===== src/rtl/dds_core.sv =====
module dds_core #(
  parameter int PHASE_W = 32,
  parameter int ADDR_W  = 12,
  parameter int SAMP_W  = 12,
  parameter int SCALE_W = 14,
  parameter int BUS_AW  = 4
) (
  input  logic                     clk,
  input  logic                     rst_n,
  input  logic                     wr_en,
  input  logic [BUS_AW-1:0]        wr_addr,
  input  logic [7:0]               wr_data,
  input  logic                     update,
  output logic signed [SAMP_W-1:0] sample_out
);
  localparam int FTW_BYTES = (PHASE_W + 7) / 8;
  localparam int OFF_BYTES = (ADDR_W + 7) / 8;
  localparam int OFF_BASE  = FTW_BYTES;
  localparam int SCL_BASE  = OFF_BASE + OFF_BYTES;
  localparam int PW        = 2 * ADDR_W;
  localparam int SHIFT     = 2 * (ADDR_W - 2) - (SAMP_W - 1);
  localparam int HALF      = 1 << (ADDR_W - 1);
  localparam int MAXA      = (1 << (SAMP_W - 1)) - 1;
  localparam int MW        = SAMP_W + SCALE_W + 1;

  logic [PHASE_W-1:0] acc, ftw_sh, ftw_act;
  logic [ADDR_W-1:0]  off_sh, off_act;
  logic [SCALE_W-1:0] scl_sh, scl_act;

  // bit-level byte decode keeps each shadow at its exact width
  always_ff @(posedge clk or negedge rst_n) begin
    if (!rst_n) begin
      ftw_sh <= '0;
      off_sh <= '0;
      scl_sh <= '0;
    end else if (wr_en) begin
      for (int b = 0; b < PHASE_W; b++)
        if (wr_addr == BUS_AW'(b / 8)) ftw_sh[b] <= wr_data[b % 8];
      for (int b = 0; b < ADDR_W; b++)
        if (wr_addr == BUS_AW'(OFF_BASE + b / 8)) off_sh[b] <= wr_data[b % 8];
      for (int b = 0; b < SCALE_W; b++)
        if (wr_addr == BUS_AW'(SCL_BASE + b / 8)) scl_sh[b] <= wr_data[b % 8];
    end
  end

  // one strobe commits all three settings together
  always_ff @(posedge clk or negedge rst_n) begin
    if (!rst_n) begin
      ftw_act <= '0;
      off_act <= '0;
      scl_act <= '0;
    end else if (update) begin
      ftw_act <= ftw_sh;
      off_act <= off_sh;
      scl_act <= scl_sh;
    end
  end

  // the accumulator is never reloaded
  always_ff @(posedge clk or negedge rst_n) begin
    if (!rst_n) acc <= '0;
    else        acc <= acc + ftw_act;
  end

  // parabolic half-wave shape
  logic [ADDR_W-1:0]        phase;
  logic [ADDR_W-2:0]        x;
  logic [ADDR_W-1:0]        xc;
  logic [PW-1:0]            amp_raw;
  logic [SAMP_W-1:0]        amp;
  logic signed [SAMP_W-1:0] wave;
  logic signed [MW-1:0]     mult;

  assign phase   = acc[PHASE_W-1 -: ADDR_W] + off_act;
  assign x       = phase[ADDR_W-2:0];
  assign xc      = ADDR_W'(HALF) - {1'b0, x};
  assign amp_raw = (PW'(x) * PW'(xc)) >> SHIFT;
  assign amp     = (amp_raw > PW'(MAXA)) ? SAMP_W'(MAXA) : SAMP_W'(amp_raw);
  assign wave    = phase[ADDR_W-1] ? -$signed(amp) : $signed(amp);

  // scale treated as a fraction of 2^SCALE_W, floor truncation
  assign mult = MW'(wave) * MW'($signed({1'b0, scl_act}));

  // one output register
  always_ff @(posedge clk or negedge rst_n) begin
    if (!rst_n) sample_out <= '0;
    else        sample_out <= SAMP_W'(mult >>> SCALE_W);
  end
endmodule


===== config.mk =====
export PLATFORM = sky130hd
export DESIGN_NAME = dds_core
export DESIGN_NICKNAME = d
export VERILOG_FILES = /design/src/rtl/dds_core.sv
export SDC_FILE = /design/constraint.sdc
export NUM_CORES = 1
export LEC_CHECK = 0
export BUFFER_PORTS_ARGS = -buffer_cell sky130_fd_sc_hd__buf_2
export CAP_MARGIN = 10
export CORE_MARGIN = 4
export CORE_UTILIZATION = 45
export CTS_BUF_LIST = sky130_fd_sc_hd__clkbuf_8
export CTS_CLUSTER_DIAMETER = 50
export CTS_CLUSTER_SIZE = 30
export DETAILED_ROUTE_END_ITERATION = 8
export GPL_TIMING_DRIVEN = 0
export HOLD_SLACK_MARGIN = 0.15
export MAX_ROUTING_LAYER = met4
export SYNTH_ARGS = -nofsm -noshare
export SYNTH_HDL_FRONTEND = slang
export SYNTH_SLANG_ARGS = --single-unit

===== constraint.sdc =====
create_clock -name clk -period 19.95 [get_ports clk]
set_input_delay 0.9975 -clock clk [delete_from_list [all_inputs] [get_ports clk]]
set_output_delay 0.9975 -clock clk [all_outputs]
set_load 0.005 [all_outputs]

# Word level (Yosys, flattened, before mapping)
# Index checks and enable logic that the tools add are counted.
[totals]
wordCells = 38
regBits = 160
out_inout_bits = 12
[op_classes]
mux = 2
reduce_logical = 9
n_eq_ne = 7
add_sub_neg = 4
mul = 2
n_lt_le_gt_ge = 1
[ops]
columns = ["cell", "n"]
rows = [
  ["adder 32 bit", 1],
  ["multiplier 12 x 15 -> 26 bit", 1],
  ["2-to-1 mux 12 bit", 2],
  ["multiplier 11 x 12 -> 23 bit", 1],
  ["equality test 4 x 3 -> 1 bit (second input constant)", 4],
  ["AND reduction 2 bit", 8],
  ["greater-than comparator 14 x 11 -> 1 bit (second input constant)", 1],
  ["adder 12 bit", 1],
  ["negator 12 bit", 1],
  ["subtractor 12 x 11 -> 12 bit (first input constant)", 1],
  ["equality test 4 x 2 -> 1 bit (second input constant)", 2],
  ["equality test 4 x 1 -> 1 bit (second input constant)", 1],
  ["zero test 4 bit", 1],
]

# Logic depth before layout (Yosys ltp)
[logic_depth]
word_depth = 8
mapped_depth = 65
mapped_depth_nobuf = 58

# Least setup slack after synthesis
# Ideal clock, no wire load.
[synth_timing]
path_kind = "register to register"
from = "register acc[20]"
to = "register sample_out[11]"
path_buffers = 7
period_less_slack_ns = 14.288
stages_incl_launch_ff = 65
arrival_ns = 14.208
setup_ns = 0.080
setup_slack_ns = 5.662
path_cell_list = "dfrtp_1 > ha_1 > fa_1 > a21o_1 > a21oi_1 > o21bai_1 > a21oi_1 > o21bai_1 > a21oi_1 > o21ai_0 > a21oi_1 > xor2_1 > inv_1 > ha_1 > clkbuf_1 > nand2b_1 > fa_1 > fa_1 > (+29 left out) > inv_1 > fa_1 > fa_1 > fa_1 > inv_1 > fa_1 > inv_1 > ha_1 > o21a_1 > o2111ai_1 > o211ai_1 > o211ai_1 > nand3b_1 > and2_1 > o21ai_0 > nand2_1 > a211oi_1 > xnor2_1"
[synth_via]
elab_chain_cells = 8
[synth_lines]
columns = ["element", "line", "source"]
rows = [
  ["from (decl)", "26", "logic [PHASE_W-1:0] acc, ftw_sh, ftw_act;"],
  ["from (signal assigned)", "62", "else acc <= acc + ftw_act;"],
  ["adder 12 bit (*)", "74", "assign phase = acc[PHASE_W-1 -: ADDR_W] + off_act;"],
  ["subtractor 12 x 11 -> 12 bit", "76", "assign xc = ADDR_W'(HALF) - {1'b0, x};"],
  ["multiplier 11 x 12 -> 23 bit", "77", "assign amp_raw = (PW'(x) * PW'(xc)) >> SHIFT;"],
  ["greater-than comparator 14 x 11 -> 1 bit", "78", "assign amp = (amp_raw > PW'(MAXA)) ? SAMP_W'(MAXA) : SAMP_W'(amp_raw);"],
  ["2-to-1 mux 12 bit", "78", ""],
  ["negator 12 bit", "79", "assign wave = phase[ADDR_W-1] ? -$signed(amp) : $signed(amp);"],
  ["2-to-1 mux 12 bit (*)", "79", ""],
  ["multiplier 12 x 15 -> 26 bit (*)", "82", "assign mult = MW'(wave) * MW'($signed({1'b0, scl_act}));"],
  ["net mult[25]", "72", "logic signed [MW-1:0] mult;"],
  ["to (signal assigned)", "87", "else sample_out <= SAMP_W'(mult >>> SCALE_W);"],
  ["to (decl)", "14", "output logic signed [SAMP_W-1:0] sample_out"],
]
# Mark *: on every way through the listed nets, which the timed path passes. The rest lies on a longest branch.
# A chain may end at the register's enable or synchronous reset.

# Worst setup path in the final report
[layout_timing]
from = "register acc[21]"
to = "register sample_out[10]"
# The elaborated chain is that of the path after synthesis.

==> results by group <==
Route
  – First DRT Iteration DRCs: 520
  – Vias per cell: 5.12
  – Avg WL per Cell: 15.1 um
  – DRT Pass-1 Iters: 5
  – Antenna Violating Nets Remaining: 0
  – Vias: 11.9k
  – Detailed Route WL: 35.2 mm
  – Drt drc: 0

Worst setup path
  – Slowest cell delay on critical path: 0.81 ns
  – Crit path DAT: 17.33 ns
  – Top cell by count, worst path: fa_1
  – Critical Setup Path Class: reg -> reg
  – CP Data Required Time: 20.28 ns
  – CP endpoint kind: flop
  – Slowest-stage cell, CP: xor2_1
  – Critical Path Fanout Max: 10
  – Setup crit start kind: flop

Cells and area
  – Fraction of layout cells with a size suffix above 1: 0.114
  – Register Area: 0.00400 mm2
  – Antenna Cells: 0
  – Post-layout util: 0.490
  – Multi-input gate area: 0.0120 mm2
  – Fillers: 3609
  – Area grow syn2layout: 6.95%
  – Final net count: 2219

Global routing
  – Vias in the first global route: 12.6k
  – Initial antenna violation count: 0
  – GRT Residual Overflow: 0
  – Pin count of the biggest net entering global routing: 93
  – Total Routing Usage GR: 0.186
  – Global-route wire length before repair: 61.8 mm

Flow run
  – Maxcap violations: 0

Synthesis
  – Syn. warnings: 0
  – Synthesized cell area: 0.0174 mm2
  – Post-synth EDFFs: 0
  – Synth Area per Inst: 9.92 um2
  – Cells after Synth: 1753
  – #FFs+latches synth: 160
  – Seq/Total Area, Yosys: 0.230
  – Distinct cells, synth: 74
  – Ys async rst share: 1.00
  – Primary FF master, synth: dfrtp_1

Timing
  – Hold Vio Cnt, Final: 0
  – Worst Skew: 0.0136 ns
  – Total negative slack: 0 ns
  – Final slew viol count: 0
  – Worst rel slew slack: 0.297
  – RSZ-0062 raised after global routing: no
  – Fmax: 58.8 MHz
  – Final period util: 0.852
  – Fin crit period: 16.99 ns
  – Final setup fails: 0
  – Worst-margin pin slew: 1.04 ns
  – Worst Hold Slack: 0.478 ns

Clock network
  – CTS Buf Count: 17
  – Clock Sinks: 160
  – H-tree Lvls: 4
  – CTS tree: yes
  – Worst skew pair latency: 0.45 ns
  – Post-CTS setup buffers: 0
  – Post-cts hold buffer count: 0
  – Reg clk slew, reported paths: 0.09 ns
  – Clk root buf: clkbuf_8
  – CTS resizes: 0
  – Clk buf depth: 2

Floorplan
  – Row cnt: 71
  – Die H: 205 um
  – Initial Utilization: 0.459
  – I/O Pins: 28
  – CORE AREA: 0.0379 mm2
  – Total die area: 0.0419 mm2
  – Die X: 205 um

Place
  – Buffers on Ports: 25
  – GPL Wtd Cong: 0.866
  – DP Wirelength: 28.6 mm

Run status
  – Run status: finished, final reports clean

Worst hold path
  – Tightest Hold Check Type: in -> async
cell usage after synthesis (37+ instances only):
master,n,share of area
mux2_2,116,0.075
nand2_1,134,0.029
dfrtp_1,160,0.23
inv_1,303,0.065
xnor2_1,47,0.024
ha_1,186,0.13
fa_1,209,0.24
clkbuf_1,37,0.0080
and2_1,51,0.018
nand2b_1,45,0.016
nor2_1,121,0.026
a21oi_1,48,0.014
per-stage QoR:
step | instances | cell area (um2) | setup slack (ns)
floorplan | 1762 | 17400 | 5.66
global placement | 2298 | 18200 | 3.23
detailed placement | 2299 | 18200 | 3.11
CTS | 2330 | 18600 | 3.01
global route | 2331 | 18600 | 1.70
finish | 2331 | 18600 | 2.96
final timing paths:
kind	startpoint	end	slack, ns	cells after the start
max	acc[21]	sample_out[10]	2.96	63
min	rst_n	sample_out[5]	0.48	1
max reg2reg	acc[21]	sample_out[10]	2.96	63
min reg2reg	acc[0]	acc[0]	0.49	1
max in group asynchronous	rst_n	ftw_act[16]	18.63	2
min in group clk	acc[0]	acc[0]	0.49	1
per-layer routing:
| layer | part of all wire | wire length (um) | vias up | track usage |
|---|---|---|---|---|
| met4 | 0.012 | 428 | 0 | 0.0352 |
| li1 | - | - | 5726 | - |
| met2 | 0.48 | 17000 | 167 | 0.311 |
| met3 | 0.036 | 1260 | 27 | 0.0245 |
| met1 | 0.47 | 16500 | 6008 | 0.246 |
| met5 | 0 | 0 | - | - |
critical path: cells and delay by family (launching register included):
kind | cells | cell delay (ns)
adder cells (fa/ha/maj) | 15 | 6.44
AO/OA/AOI/OAI | 16 | 3.83
AND/OR/NAND/NOR | 16 | 2.82
buffers and inverters | 15 | 2.51
XOR/XNOR | 1 | 0.81
flip-flops | 1 | 0.44
cell families after synthesis:
| kind of cell | count (synthesis) | synth area share |
|---|---|---|
| compound gates | 197 | 0.0772 |
| xor+xnor | 64 | 0.0322 |
| fa+ha+maj | 395 | 0.374 |
| buf+inv | 362 | 0.0798 |
| flops | 160 | 0.230 |
| mux | 118 | 0.0762 |
| other cells | 2 | 0.000432 |
| simple gates | 455 | 0.130 |
final cells by class:
type / instances / area share
multi-input cells: 1240 / 0.647
well taps: 511 / 0.0344
inverters: 305 / 0.0615
flip-flops and latches: 160 / 0.215
clock buffers: 17 / 0.0126
plain buffers: 57 / 0.0130
clock inverters: 14 / 0.00720
repair buffers: 27 / 0.00901
cells in the final DEF, fill, tap and decap left out, drive strengths merged, types with 23 or more instances in the layout:
master / instances
inv: 310
fa: 209
ha: 186
dfrtp: 160
nand2: 134
nor2: 121
mux2: 116
clkbuf: 54
and2: 51
a21oi: 49
xnor2: 47
buf: 47
nand2b: 45
o21ai: 38
a21o: 23
registers in the layout, indices dropped and copies added (netlist names):
signal	cells
acc	32
ftw_act	32
ftw_sh	32
scl_act	14
scl_sh	14
off_act	12
off_sh	12
sample_out	12
Power is not shown: default switching activity piles up to over one toggle a cycle in this logic, so the estimate is an artifact.
